--- src/rtl/spi_ctrl.sv ---
module spi_ctrl #(
  parameter int NCS   = 4,
  parameter int DEPTH = 8,
  parameter int DIVW  = 12
) (
  input  logic           clk,
  input  logic           rst_n,
  input  logic           bus_valid,
  input  logic           bus_write,
  input  logic [7:0]     bus_addr,
  input  logic [31:0]    bus_wdata,
  output logic [31:0]    bus_rdata,
  output logic           sclk,
  output logic           mosi,
  input  logic           miso,
  output logic [NCS-1:0] cs_n
);
  localparam int AW = $clog2(DEPTH);
  localparam int IW = (NCS > 1) ? $clog2(NCS) : 1;

  logic [DIVW-1:0] div;
  logic            cpha, cpol, f_lsb, f_dir, hold;
  logic [3:0]      f_len;
  logic [IW-1:0]   cs_idx;
  logic [NCS-1:0]  cs_def;
  logic [1:0]      cs_mode;

  logic wr, rd;
  assign wr = bus_valid & bus_write;
  assign rd = bus_valid & ~bus_write;
  logic wr_cs;
  assign wr_cs = wr && (bus_addr == 8'h10 || bus_addr == 8'h14 || bus_addr == 8'h18);

  logic unused_wbits;
  assign unused_wbits = ^{bus_wdata[31:20], bus_wdata[15:12]};

  always_ff @(posedge clk) begin
    if (!rst_n) begin
      div <= DIVW'(3); cpha <= 1'b0; cpol <= 1'b0;
      cs_idx <= '0; cs_def <= '1; cs_mode <= 2'd0;
      f_lsb <= 1'b0; f_dir <= 1'b0; f_len <= 4'd8;
    end else if (wr) begin
      case (bus_addr)
        8'h00: div <= bus_wdata[DIVW-1:0];
        8'h04: begin cpha <= bus_wdata[0]; cpol <= bus_wdata[1]; end
        8'h10: cs_idx <= bus_wdata[IW-1:0];
        8'h14: cs_def <= bus_wdata[NCS-1:0];
        8'h18: cs_mode <= bus_wdata[1:0];
        8'h40: begin f_lsb <= bus_wdata[2]; f_dir <= bus_wdata[3]; f_len <= bus_wdata[19:16]; end
        default: ;
      endcase
    end
  end

  // queues
  logic [7:0] txq [DEPTH];
  logic [7:0] rxq [DEPTH];
  logic [AW:0] tx_wp, tx_rp, rx_wp, rx_rp, tx_cnt, rx_cnt;
  logic tx_full, tx_empty, rx_full, rx_empty, tx_push, rx_push, rx_pop, start;
  logic busy;

  assign tx_cnt   = tx_wp - tx_rp;
  assign rx_cnt   = rx_wp - rx_rp;
  assign tx_full  = tx_cnt == (AW+1)'(DEPTH);
  assign rx_full  = rx_cnt == (AW+1)'(DEPTH);
  assign tx_empty = tx_cnt == '0;
  assign rx_empty = rx_cnt == '0;
  assign tx_push  = wr && bus_addr == 8'h48 && !tx_full;
  assign rx_pop   = rd && bus_addr == 8'h4C && !rx_empty;
  assign start    = !busy && !tx_empty;

  // shifter
  logic [DIVW-1:0] dcnt;
  logic [4:0]      ecnt;
  logic [7:0]      tsr, rsr, head, load, rx_res;
  logic [3:0]      a_len, eff_len;
  logic            a_lsb, a_dir, a_pha, sck_i;
  logic            tick, done, lead, samp, shft;

  assign head    = txq[tx_rp[AW-1:0]];
  assign eff_len = (f_len == 4'd0 || f_len > 4'd8) ? 4'd8 : f_len;
  assign load    = f_lsb ? {<<{head}} : head << (4'd8 - eff_len);
  assign tick    = busy && dcnt >= div;
  assign done    = tick && ecnt == {a_len, 1'b0};
  assign lead    = ~ecnt[0];
  assign samp    = tick && !done && (lead ^ a_pha);
  assign shft    = tick && !done && !(lead ^ a_pha) && !(a_pha && ecnt == 5'd0);
  assign rx_res  = a_lsb ? ({<<{rsr}} >> (4'd8 - a_len)) : rsr;
  assign rx_push = done && !a_dir && !rx_full;

  always_ff @(posedge clk) begin
    if (tx_push) txq[tx_wp[AW-1:0]] <= bus_wdata[7:0];
    if (rx_push) rxq[rx_wp[AW-1:0]] <= rx_res;
  end

  always_ff @(posedge clk) begin
    if (!rst_n) begin
      tx_wp <= '0; tx_rp <= '0; rx_wp <= '0; rx_rp <= '0;
    end else begin
      if (tx_push) tx_wp <= tx_wp + 1'b1;
      if (start)   tx_rp <= tx_rp + 1'b1;
      if (rx_push) rx_wp <= rx_wp + 1'b1;
      if (rx_pop)  rx_rp <= rx_rp + 1'b1;
    end
  end

  always_ff @(posedge clk) begin
    if (!rst_n) begin
      busy <= 1'b0; dcnt <= '0; ecnt <= '0; sck_i <= 1'b0;
      tsr <= '0; rsr <= '0; a_len <= 4'd8; a_lsb <= 1'b0; a_dir <= 1'b0; a_pha <= 1'b0;
    end else if (start) begin
      busy <= 1'b1; dcnt <= '0; ecnt <= '0; sck_i <= 1'b0;
      tsr <= load; rsr <= '0; a_len <= eff_len; a_lsb <= f_lsb; a_dir <= f_dir; a_pha <= cpha;
    end else if (busy) begin
      dcnt <= tick ? '0 : dcnt + 1'b1;
      if (tick) begin
        if (done) busy <= 1'b0;
        else begin sck_i <= ~sck_i; ecnt <= ecnt + 1'b1; end
        if (samp) rsr <= {rsr[6:0], miso};
        if (shft) tsr <= {tsr[6:0], 1'b0};
      end
    end
  end

  always_ff @(posedge clk) begin
    if (!rst_n)     hold <= 1'b0;
    else if (wr_cs) hold <= 1'b0;
    else if (start) hold <= 1'b1;
  end

  logic cs_act;
  assign cs_act = (cs_mode == 2'd3) ? 1'b0 : (cs_mode == 2'd2) ? (busy | hold) : busy;

  always_comb
    for (int i = 0; i < NCS; i++)
      cs_n[i] = cs_def[i] ^ (cs_act && cs_idx == IW'(i));

  assign sclk = sck_i ^ cpol;
  assign mosi = tsr[7];

  always_comb begin
    case (bus_addr)
      8'h00:   bus_rdata = 32'(div);
      8'h04:   bus_rdata = {30'd0, cpol, cpha};
      8'h10:   bus_rdata = 32'(cs_idx);
      8'h14:   bus_rdata = 32'(cs_def);
      8'h18:   bus_rdata = {30'd0, cs_mode};
      8'h40:   bus_rdata = {12'd0, f_len, 12'd0, f_dir, f_lsb, 2'b00};
      8'h48:   bus_rdata = {tx_full, 31'd0};
      8'h4C:   bus_rdata = {rx_empty, 23'd0, rxq[rx_rp[AW-1:0]]};
      default: bus_rdata = 32'd0;
    endcase
  end

  assert_edge_spacing_R2: assert property (@(posedge clk) disable iff (!rst_n)
    !$stable(sck_i) |-> $past(dcnt) >= $past(div));
  assert_sclk_idle_R3: assert property (@(posedge clk) disable iff (!rst_n)
    !busy |-> sclk == cpol);
  assert_no_overflow_R5: assert property (@(posedge clk) disable iff (!rst_n)
    tx_cnt <= (AW+1)'(DEPTH));
  assert_no_overflow_R6: assert property (@(posedge clk) disable iff (!rst_n)
    rx_cnt <= (AW+1)'(DEPTH));
  assert_auto_release_R9: assert property (@(posedge clk) disable iff (!rst_n)
    (cs_mode == 2'd0 && !busy) |-> cs_n == cs_def);
  assert_off_mode_R11: assert property (@(posedge clk) disable iff (!rst_n)
    cs_mode == 2'd3 |-> cs_n == cs_def);
endmodule

--- config.mk ---
export PLATFORM = sky130hd
export DESIGN_NAME = spi_ctrl
export DESIGN_NICKNAME = d
export VERILOG_FILES = /design/src/rtl/spi_ctrl.sv
export SDC_FILE = /design/constraint.sdc
export NUM_CORES = 1
export LEC_CHECK = 0
export ABC_CLOCK_PERIOD_IN_PS = 3000
export BUFFER_PORTS_ARGS = -buffer_cell sky130_fd_sc_hd__buf_2
export CORE_AREA = 10 10 156 158
export DETAILED_ROUTE_END_ITERATION = 12
export DIE_AREA = 0 0 166 168
export HOLD_SLACK_MARGIN = 0.03
export PLACE_DENSITY = 0.7
export SYNTH_ARGS = -nofsm -noshare
export SYNTH_HDL_FRONTEND = slang
export SYNTH_SLANG_ARGS = --single-unit
--- constraint.sdc ---
create_clock -name clk -period 3 [get_ports clk]
set_input_delay 0.6 -clock clk [delete_from_list [all_inputs] [get_ports clk]]
set_output_delay 0.6 -clock clk [all_outputs]
set_load 0.01 [all_outputs]
# Word level (Yosys, flattened, before mapping)
# Memories as Yosys holds them, arrays and structs flattened. A register that Yosys moved wholly into a read port is not among the register bits.
# Index checks and enable logic that the tools add are counted.
word_totals:
  register_bits: 87
  ram_bits: 128
  input_bits: 45
  memories: 2
op_classes:
  add_sub_neg: 10
  order_cmp: 2
  n_eq_ne: 15
  shift: 2
  mux: 23
  n_bitwise: 14
  n_reduce_logical: 51
mem_list:
  columns: ["memory", "words", "width", "read_ports", "rd_ports_with_merged_regs", "write_ports", "line", "source"]
  rows:
  - ["rxq", 8, 8, 1, 1, 1, "57", "logic [7:0] rxq [DEPTH];"]
  - ["txq", 8, 8, 1, 1, 1, "56", "logic [7:0] txq [DEPTH];"]
ops:
  columns: ["cell", "n"]
  rows:
  - ["one-hot mux 32 bit (8 select lines)", 1]
  - ["two-way mux 8 bit", 6]
  - ["== test 8 x 5 -> 1 bit, second input constant", 3]
  - ["== test 8 x 7 -> 1 bit, second input constant", 3]
  - ["logical AND 1 bit", 19]
  - ["adder 4 x 1 -> 4 bit, second input constant", 4]
  - ["adder 12 x 1 -> 12 bit, second input constant", 1]
  - [">= comparator 12 bit", 1]
  - ["zero test 4 bit", 3]
  - ["two-way mux 12 bit", 1]
  - ["two-way mux 3 bit", 4]
  - ["AND reduction 2 bit", 6]
  - ["two-way mux 1 bit", 10]
  - ["zero test 1 bit", 9]
  - ["AND reduction 3 bit", 3]
  - ["== test 2 bit, second input constant", 4]
  - ["== test 4 bit, second input constant", 2]
  - ["== test 8 x 3 -> 1 bit, second input constant", 1]
  - ["zero test 8 bit", 1]
  - ["<< shifter 8 x 4 -> 8 bit", 1]
  - ["right shift 8 x 4 -> 8 bit", 1]
  - ["subtractor 4 bit", 2]
  - ["subtractor 4 bit, first input constant", 2]
  - ["nonzero test 2 bit", 3]
  - ["other kinds (13)", 26]

# Logic depth before layout (Yosys ltp)
# Gate-level depths: netlist (run 1).
depth:
  ltp_word: 11
  depth_mapped: 10
  ltp_nobuf: 8

# Least setup slack after synthesis (run 1)
# No wires, ideal clock.
synth_timing:
  kind: "register to register"
  from: "reg dcnt[0]"
  to: "mem rxq[1][0], enable pin"
  setup_ns: 0.395
  arrival_ns: 2.770
  path_slack_ns: -0.165
  path_stages_with_launch: 11
  synth_period_minus_slack_ns: 3.165
  path_cell_list: "dfxtp_1 > clkbuf_1 > inv_1 > ha_1 > nand2b_1 > a2111oi_0 > nor3_1 > o211ai_1 > or2_1 > buf_2 > nor4_1"
synth_between:
  elab_chain_cells: 7
synth_lines:
  columns: ["element", "line", "source"]
  rows:
  - ["from (decl)", "73", "logic [DIVW-1:0] dcnt;"]
  - ["from (signal assigned)", "115", "dcnt <= tick ? '0 : dcnt + 1'b1;"]
  - [">= comparator 12 bit", "83", "assign tick = busy && dcnt >= div;"]
  - ["logical AND 1 bit", "83", null]
  - ["logical AND 1 bit", "84", "assign done = tick && ecnt == {a_len, 1'b0};"]
  - ["logical AND 1 bit (2 in series)", "89", "assign rx_push = done && !a_dir && !rx_full;"]
  - ["two-way mux 1 bit", "93", "if (rx_push) rxq[rx_wp[AW-1:0]] <= rx_res;"]
  - ["two-way mux 1 bit (implied by the code)", "93", null]
  - ["to (decl)", "57", null]
# No other way between the ends.

# Worst setup path after layout (run 1)
layout_timing:
  from: "reg tx_rp[1]"
  to: "out bus_rdata[31]"
layout_between:
  elab_chain_cells: 3
layout_lines:
  columns: ["element", "line", "source"]
  rows:
  - ["from (decl)", "58", "logic [AW:0] tx_wp, tx_rp, rx_wp, rx_rp, tx_cnt, rx_cnt;"]
  - ["from (signal assigned)", "101", "if (start) tx_rp <= tx_rp + 1'b1;"]
  - ["subtractor 4 bit", "62", "assign tx_cnt = tx_wp - tx_rp;"]
  - ["== test 4 bit", "64", "assign tx_full = tx_cnt == (AW+1)'(DEPTH);"]
  - ["one-hot mux 32 bit (8 select lines)", "142", "case (bus_addr)"]
  - ["to (decl)", "12", "output logic [31:0] bus_rdata,"]
# No other way between the ends.

==> impl_summary.txt, run 1 <==
----------------------------------------------------
[Timing]
  Final TNS setup ... 0 ps
  Achievable clock frequency ... 338 MHz
  Tightest slew margin relative to the limit ... 47.2%
  Final period demand of the worst path ... 2960 ps
  Count of pins over their slew limit ... 0
  Slew at the pin closest to its max-slew limit ... 783 ps
  Fin. Hold Viols ... 0
  Ratio of final minimum period to clock period ... 98.7%
  Final setup slack of the worst path ... 38.0 ps
  Unrepaired setup endpoints after global routing ... true
  Final number of setup-violating endpoints ... 0
  Worst hold slack after final layout ... 322 ps
  Final clock skew ... 21.7 ps

[Clock tree]
  Total clock buffers created by CTS ... 24
  Clock tree from TritonCTS ... yes
  Root Driver ... sky130_fd_sc_hd__clkbuf_16
  Number of sinks on the clock net ... 221
  Number of buffers on the longest clock path ... 3
  Clock-pin slew on the worst setup and hold paths ... 50 ps
  Quantity of hold-fixing buffers added after cts ... 0
  Latest clock arrival within the worst-skew pair ... 510 ps
  Clock H-tree levels ... 1

[Yosys]
  Sequential fraction of the synthesis area ... 54.6%
  Async set or reset register ratio after synthesis ... 0%
  Count of mapped cells out of synthesis ... 872
  Post-synthesis cell type count ... 79
  Number of flops mapped to enable cells by yosys ... 128
  Cell area after synthesis ... 0.0105 mm²
  Yosys Warn Count ... 0
  Post-synth top flop ... sky130_fd_sc_hd__edfxtp_1
  Count of state elements after synthesis ... 221
  Avg Inst Size Synth ... 12.0 µm²

[Layout]
  Fraction of layout cells with a size suffix above 1 ... 23.4%
  Area growth syn-to-layout ... 17.0%
  # diodes ... 0
  Non-filler instance count after layout ... 1276
  Post-layout nets ... 1051

[Die]
  Row cnt ... 54
  Initial Util ... 48.8%
  Height of the chip ... 168 µm
  Die Footprint ... 0.0279 mm²
  Die outline width ... 166 µm
  Std-Cell Core Area ... 0.0214 mm²
  Boundary pin count ... 83

[Setup path]
  Worst setup path category ... register to output pin
  Library cell contributing the largest single delay on the critical path ... sky130_fd_sc_hd__dfxtp_2
  Largest stage delay on the critical path ... 360 ps
  Critical Path RT ... 2400 ps
  Arrival time of the worst setup path ... 2360 ps
  Buffer and inverter count on the worst path ... 2
  Critical path startpoint category ... register
  Cell chain of the critical path ... inv_1 -> ha_2 -> nand2b_4 -> xnor2_2 -> and4bb_2 -> nand2b_1 -> a2111oi_2 -> buf_2
  Kind of end point of the critical path ... output pin
  Largest fanout on the critical path ... 4
  Kind of cell with the highest combined delay on the critical path ... simple AND/OR/NAND/NOR gates

[Global routing]
  Antenna violations before repair ... 0
  Total track usage ... 16.6%
  Via count of the first global-routing pass ... 6991
  GRT Residual Overflow ... 0
  Global-route wire length before repair ... 38100 µm
  Largest net degree at the start of global routing ... 52

[Power and ir drop]
  Largest voltage drop on the vdd net ... 0.000481 V
  Leakage ... 0.00428 µW
  Total power consumption of the routed design ... 7730 µW
  Pwr/cell area ... 631 mW/mm²

[Detailed routing]
  DRC violation count after routing ... 0
  DRT Pass-1 Iters ... 5
  Total number of vias ... 7152
  Mean number of vias per cell ... 5.61
  Residual antenna-violating net count after detailed routing ... 0
  First DRT Iteration DRCs ... 550
  Wirelength, routed ... 24000 µm
  Wire length per cell after detailed routing ... 18.8 µm

[Outcome]
  Outcome ... completed

[Placed design]
  Detail Placement HPWL ... 16900 µm
  Count of port buffers added during placement ... 51
  Setup WS pre-CTS ... 27.5 ps
  Gpl congestion ... 0.909
  Number of cells in the design after placement ... 1227

[Run]
  Max Cap Viol ... 0

[Worst hold path]
  Min-Delay Path Class ... primary input to register

----------------------------------------------------
[registers in the layout, summed over array words and instances (netlist names), 5 cells and up, named ones only]
signal,count
txq,64
rsr,8
rxq,64
ecnt,5
dcnt,12
tsr,8
div,12
[cells in the mapped netlist (15+ instances only)]
library cell / instances / share of area [%]
sky130_fd_sc_hd__edfxtp_1: 128 / 37
sky130_fd_sc_hd__dfxtp_1: 93 / 18
sky130_fd_sc_hd__nand2_1: 81 / 2.9
sky130_fd_sc_hd__nor2_1: 58 / 2.1
sky130_fd_sc_hd__a21oi_1: 47 / 2.3
sky130_fd_sc_hd__mux2i_1: 46 / 4.4
sky130_fd_sc_hd__nand3_1: 38 / 1.8
sky130_fd_sc_hd__inv_1: 34 / 1.2
sky130_fd_sc_hd__clkbuf_1: 28 / 1.0
sky130_fd_sc_hd__mux4_2: 28 / 6.0
sky130_fd_sc_hd__ha_1: 27 / 3.2
sky130_fd_sc_hd__o21ai_0: 24 / 1.1
sky130_fd_sc_hd__xnor2_1: 18 / 1.5
sky130_fd_sc_hd__xor2_1: 18 / 1.5
sky130_fd_sc_hd__buf_4: 16 / 1.1
sky130_fd_sc_hd__nor3_1: 15 / 0.72
[logic make-up after synthesis]
kind of cell	share of synthesized area [%]
buf+inv	4.33
other cells	0.0359
compound gates	8.61
flops	54.6
xor+xnor	3.02
mux	13.5
simple gates	12.7
fa+ha+maj	3.23
[worst min-delay path, stage by stage]
cell and delay, ps:
sky130_fd_sc_hd__buf_2 80, sky130_fd_sc_hd__mux2i_1 50, sky130_fd_sc_hd__nand2_1 60
[through the flow]
step | cell area, µm² | utilization, %
floorplan | 10500 | -
global placement | 11300 | 52.8
detailed placement | 11300 | 52.8
CTS | 12100 | 56.6
global route | 12200 | 57.1
finish | 12200 | 57.1
[what timing repair did]
item | 4_1_cts | 5_1_grt
pin swaps | 2 | 3
setup buffers | 1 | 5
setup endpoints to repair | 7 | 77
resized for setup | 9 | 20
[cells in the final DEF (no fill, tap or decap), types with 28 or more instances in the layout]
| cell | n |
|---|---|
| sky130_fd_sc_hd__nor2_1 | 57 |
| sky130_fd_sc_hd__inv_1 | 33 |
| sky130_fd_sc_hd__buf_4 | 74 |
| sky130_fd_sc_hd__edfxtp_1 | 128 |
| sky130_fd_sc_hd__a21oi_1 | 46 |
| sky130_fd_sc_hd__mux2i_1 | 46 |
| sky130_fd_sc_hd__nand3_1 | 38 |
| sky130_fd_sc_hd__dfxtp_1 | 89 |
| sky130_fd_sc_hd__buf_2 | 51 |
| sky130_fd_sc_hd__mux4_2 | 28 |
| sky130_fd_sc_hd__nand2_1 | 81 |
[worst paths after layout]
kind | start | endpoint | slack (ps) | depth (start not counted)
setup reg to reg | div[11]$_SDFFE_PN0P_ | rxq[3][6]$_DFFE_PP_ | 90 | 10
hold / removal | bus_wdata[19] | f_len[3]$_SDFFE_PN1P_ | 320 | 3
hold reg to reg | div[9]$_SDFFE_PN0P_ | div[9]$_SDFFE_PN0P_ | 460 | 2
setup / recovery | tx_rp[1]$_SDFFE_PN0P_ | bus_rdata[31] | 40 | 8
[layer usage]
| metal | global-route usage (%) | routed length, µm |
|---|---|---|
| met1 | 23.2 | 11000 |
| met2 | 26.1 | 11000 |
| met3 | 2.91 | 1520 |
| met4 | 4.43 | 451 |
| met5 | 0 | 0 |
[where the power goes]
part | switching, µW | internal, µW | total (µW)
Combinational | 833 | 605 | 1440
Sequential | 83.2 | 3280 | 3360
Clock | 1150 | 1780 | 2920
[cell type report]
type / count / area [µm²]
well taps: 280 / 350
flip-flops and latches: 221 / 5710
fillers: 1754 / 9180
clock inverters: 11 / 133
inverters: 36 / 135
multi-input cells: 571 / 4440
repair buffers: 125 / 811
clock buffers: 32 / 652
No activity file was read; power rests on OpenSTA's default activity.
==> run 2, diff against run 1 <==
--- a/config.mk
+++ b/config.mk
@@ -7,9 +7,10 @@
 export LEC_CHECK = 0
 export ABC_CLOCK_PERIOD_IN_PS = 3000
 export BUFFER_PORTS_ARGS = -buffer_cell sky130_fd_sc_hd__buf_2
-export CORE_AREA = 10 10 156 158
+export CAP_MARGIN = 20
+export CORE_AREA = 2 2 148 150
 export DETAILED_ROUTE_END_ITERATION = 12
-export DIE_AREA = 0 0 166 168
+export DIE_AREA = 0 0 150 152
 export HOLD_SLACK_MARGIN = 0.03
 export PLACE_DENSITY = 0.7
 export SYNTH_ARGS = -nofsm -noshare
==> run 2 against run 1 <==
Against the previous run:
- first-iteration DRC count increased by 14%
- count of clock-buffer cells in the layout is 1 lower
- final cell count shrank 0.71%
==> impl_summary.txt, run 2 (synthesized netlist as in run 1, its figures left out) <==
----------------------------------------------------
[Outcome]
  Outcome ... completed

[Global routing]
  GR Layer Usage met2 ... 31.2%
  Global routing usage on met3 ... 2.97%
  Antenna violations before repair ... 0
  Layer carrying the most global-route usage ... met1
  Via count of the first global-routing pass ... 6711
  Global-route met1 utilization ... 31.2%
  Largest net degree at the start of global routing ... 52
  Total track usage ... 20.5%
  GRT Residual Overflow ... 0
  Global-route wire length before repair ... 36900 µm

[Setup path]
  Worst r2r path cells ... 10
  Kind of end point of the critical path ... output pin
  Critical Path RT ... 2400 ps
  Critical path startpoint category ... register
  Flop2flop setup slack ... 160 ps
  Library cell contributing the largest single delay on the critical path ... sky130_fd_sc_hd__a2111oi_2
  Largest stage delay on the critical path ... 350 ps
  Crit path from ... tx_rp[2]$_SDFFE_PN0P_
  Worst setup path category ... register to output pin
  Capture point of the worst path ... bus_rdata[31]
  Reg2Reg Capture Point ... rxq[3][6]$_DFFE_PP_
  Largest fanout on the critical path ... 5
  Arrival time of the worst setup path ... 2310 ps
  Worst flop-to-flop path startpoint ... rx_rp[1]$_SDFFE_PN0P_
  Cell chain of the critical path ... inv_2 -> ha_4 -> a21oi_4 -> a21oi_2 -> and4bb_2 -> nand2b_1 -> a2111oi_2 -> buf_2

[Layout]
  Area taken by flip-flops and latches ... 0.00572 mm²
  Leading cell types in the layout, fill and taps excluded ... 128 x sky130_fd_sc_hd__edfxtp_1, 85 x sky130_fd_sc_hd__dfxtp_1, 81 x sky130_fd_sc_hd__nand2_1, 67 x sky130_fd_sc_hd__buf_4, 57 x sky130_fd_sc_hd__nor2_1
  Area growth syn-to-layout ... 16.0%
  Layout filler cell count ... 1806
  Non-filler instance count after layout ... 1267
  Fraction of layout cells with a size suffix above 1 ... 23.5%
  Most common library cell in the layout ignoring fill and taps ... sky130_fd_sc_hd__edfxtp_1
  Final std cell area, no fill ... 0.0121 mm²
  Post-layout nets ... 1043
  Area of the multi-input gates ... 0.00447 mm²
  # diodes ... 0

[Detailed routing]
  Wire length per cell after detailed routing ... 18.5 µm
  Residual antenna-violating net count after detailed routing ... 0
  First DRT Iteration DRCs ... 629
  DRT Pass-1 Iters ... 5
  Total number of vias ... 7135
  Mean number of vias per cell ... 5.63
  Wirelength, routed ... 23400 µm
  DRC violation count after routing ... 0

[Die]
  Height of the chip ... 152 µm
  Boundary pin count ... 83
  Row cnt ... 54
  Die outline width ... 150 µm
  Std-Cell Core Area ... 0.0214 mm²
  Initial Util ... 49.0%
  Die Footprint ... 0.0228 mm²

[Timing]
  Count of pins over their slew limit ... 0
  Final period demand of the worst path ... 2910 ps
  Final setup slack of the worst path ... 88.2 ps
  Fin. Hold Viols ... 0
  Final number of setup-violating endpoints ... 0
  Final TNS setup ... 0 ps
  Ratio of final minimum period to clock period ... 97.1%
  Slew at the pin closest to its max-slew limit ... 803 ps
  Final clock skew ... 18.0 ps
  Tightest slew margin relative to the limit ... 45.8%
  Unrepaired setup endpoints after global routing ... true
  Achievable clock frequency ... 343 MHz

[Clock tree]
  Clock tree from TritonCTS ... yes
  Root Driver ... sky130_fd_sc_hd__clkbuf_16
  Total clock buffers created by CTS ... 22
  Latest clock arrival within the worst-skew pair ... 510 ps
  Number of sinks on the clock net ... 221
  Quantity of hold-fixing buffers added after cts ... 0
  Clock H-tree levels ... 1
  Number of buffers on the longest clock path ... 3
  Clock-pin slew on the worst setup and hold paths ... 60 ps

[Power and ir drop]
  Pwr/cell area ... 620 mW/mm²
  Largest voltage drop on the vdd net ... 0.000495 V
  Leakage ... 0.00422 µW

[Placed design]
  Number of cells in the design after placement ... 1222
  Gpl congestion ... 0.846
  Placed cell areas ... 0.0113 mm²
  Count of port buffers added during placement ... 51
  Detail Placement HPWL ... 16100 µm
  Setup WS pre-CTS ... -15.9 ps

[Run]
  Max Cap Viol ... 0

[Worst hold path]
  Min-Delay Path Class ... primary input to register

----------------------------------------------------
run 2: layer usage:
metal  up-vias  routed length (µm)
li1       3415                   -
met1      3466               10900
met2       225               10600
met3        29                1400
met4         0                 482
met5         -                   0
run 2: how the worst min path moves through the flow:
stage                               startpoint                     to  slack, ps  cells past startpoint
after CTS                        bus_wdata[19]  f_len[3]$_SDFFE_PN1P_        300                      3
after global placement    div[10]$_SDFFE_PN0P_   div[10]$_SDFFE_PN0P_        450                      2
after floorplan             a_dir$_SDFFE_PN0P_     a_dir$_SDFFE_PN0P_        440                      2
final                            bus_wdata[19]  f_len[3]$_SDFFE_PN1P_        320                      3
after global routing              bus_wdata[8]    div[8]$_SDFFE_PN0P_        340                      3
after detailed placement  div[11]$_SDFFE_PN0P_   div[11]$_SDFFE_PN0P_        450                      2
run 2: what timing repair did:
action,4_1_cts,5_1_grt
resized for setup,12,23
buffers inserted,4,1
endpoints found under the hold margin,0,0
setup endpoints to repair,11,76
pin swaps,6,6
run 2: power by group:
| part | switching (µW) | internal (µW) |
|---|---|---|
| registers | 83.3 | 3280 |
| clock network | 1120 | 1520 |
| logic | 862 | 657 |
run 2: per-stage QoR:
step | hold WS, ps | utilization [%] | total power [µW]
floorplan | 436 | - | 4430
global placement | 446 | 52.9 | 4850
detailed placement | 451 | 52.9 | 4870
CTS | 300 | 56.4 | 7530
global route | 336 | 56.8 | 7840
finish | 317 | 56.8 | 7530
run 2: cell type report:
type                    count  share of cell area, %
clock buffers              31                   5.07
clock inverters             9                  0.588
inverters                  36                   1.11
multi-input cells         571                   36.8
flip-flops and latches    221                   47.1
well taps                 280                   2.89
repair buffers            119                   6.42
run 2: critical path, delay by kind of cell (launching register included):
| kind | cells | cell delay (ps) |
|---|---|---|
| AOI/OAI and AO/OA | 3 | 580 |
| DFF | 1 | 340 |
| adders and majority gates | 1 | 250 |
| buffers and inverters | 2 | 250 |
| and+or+nand+nor | 2 | 400 |
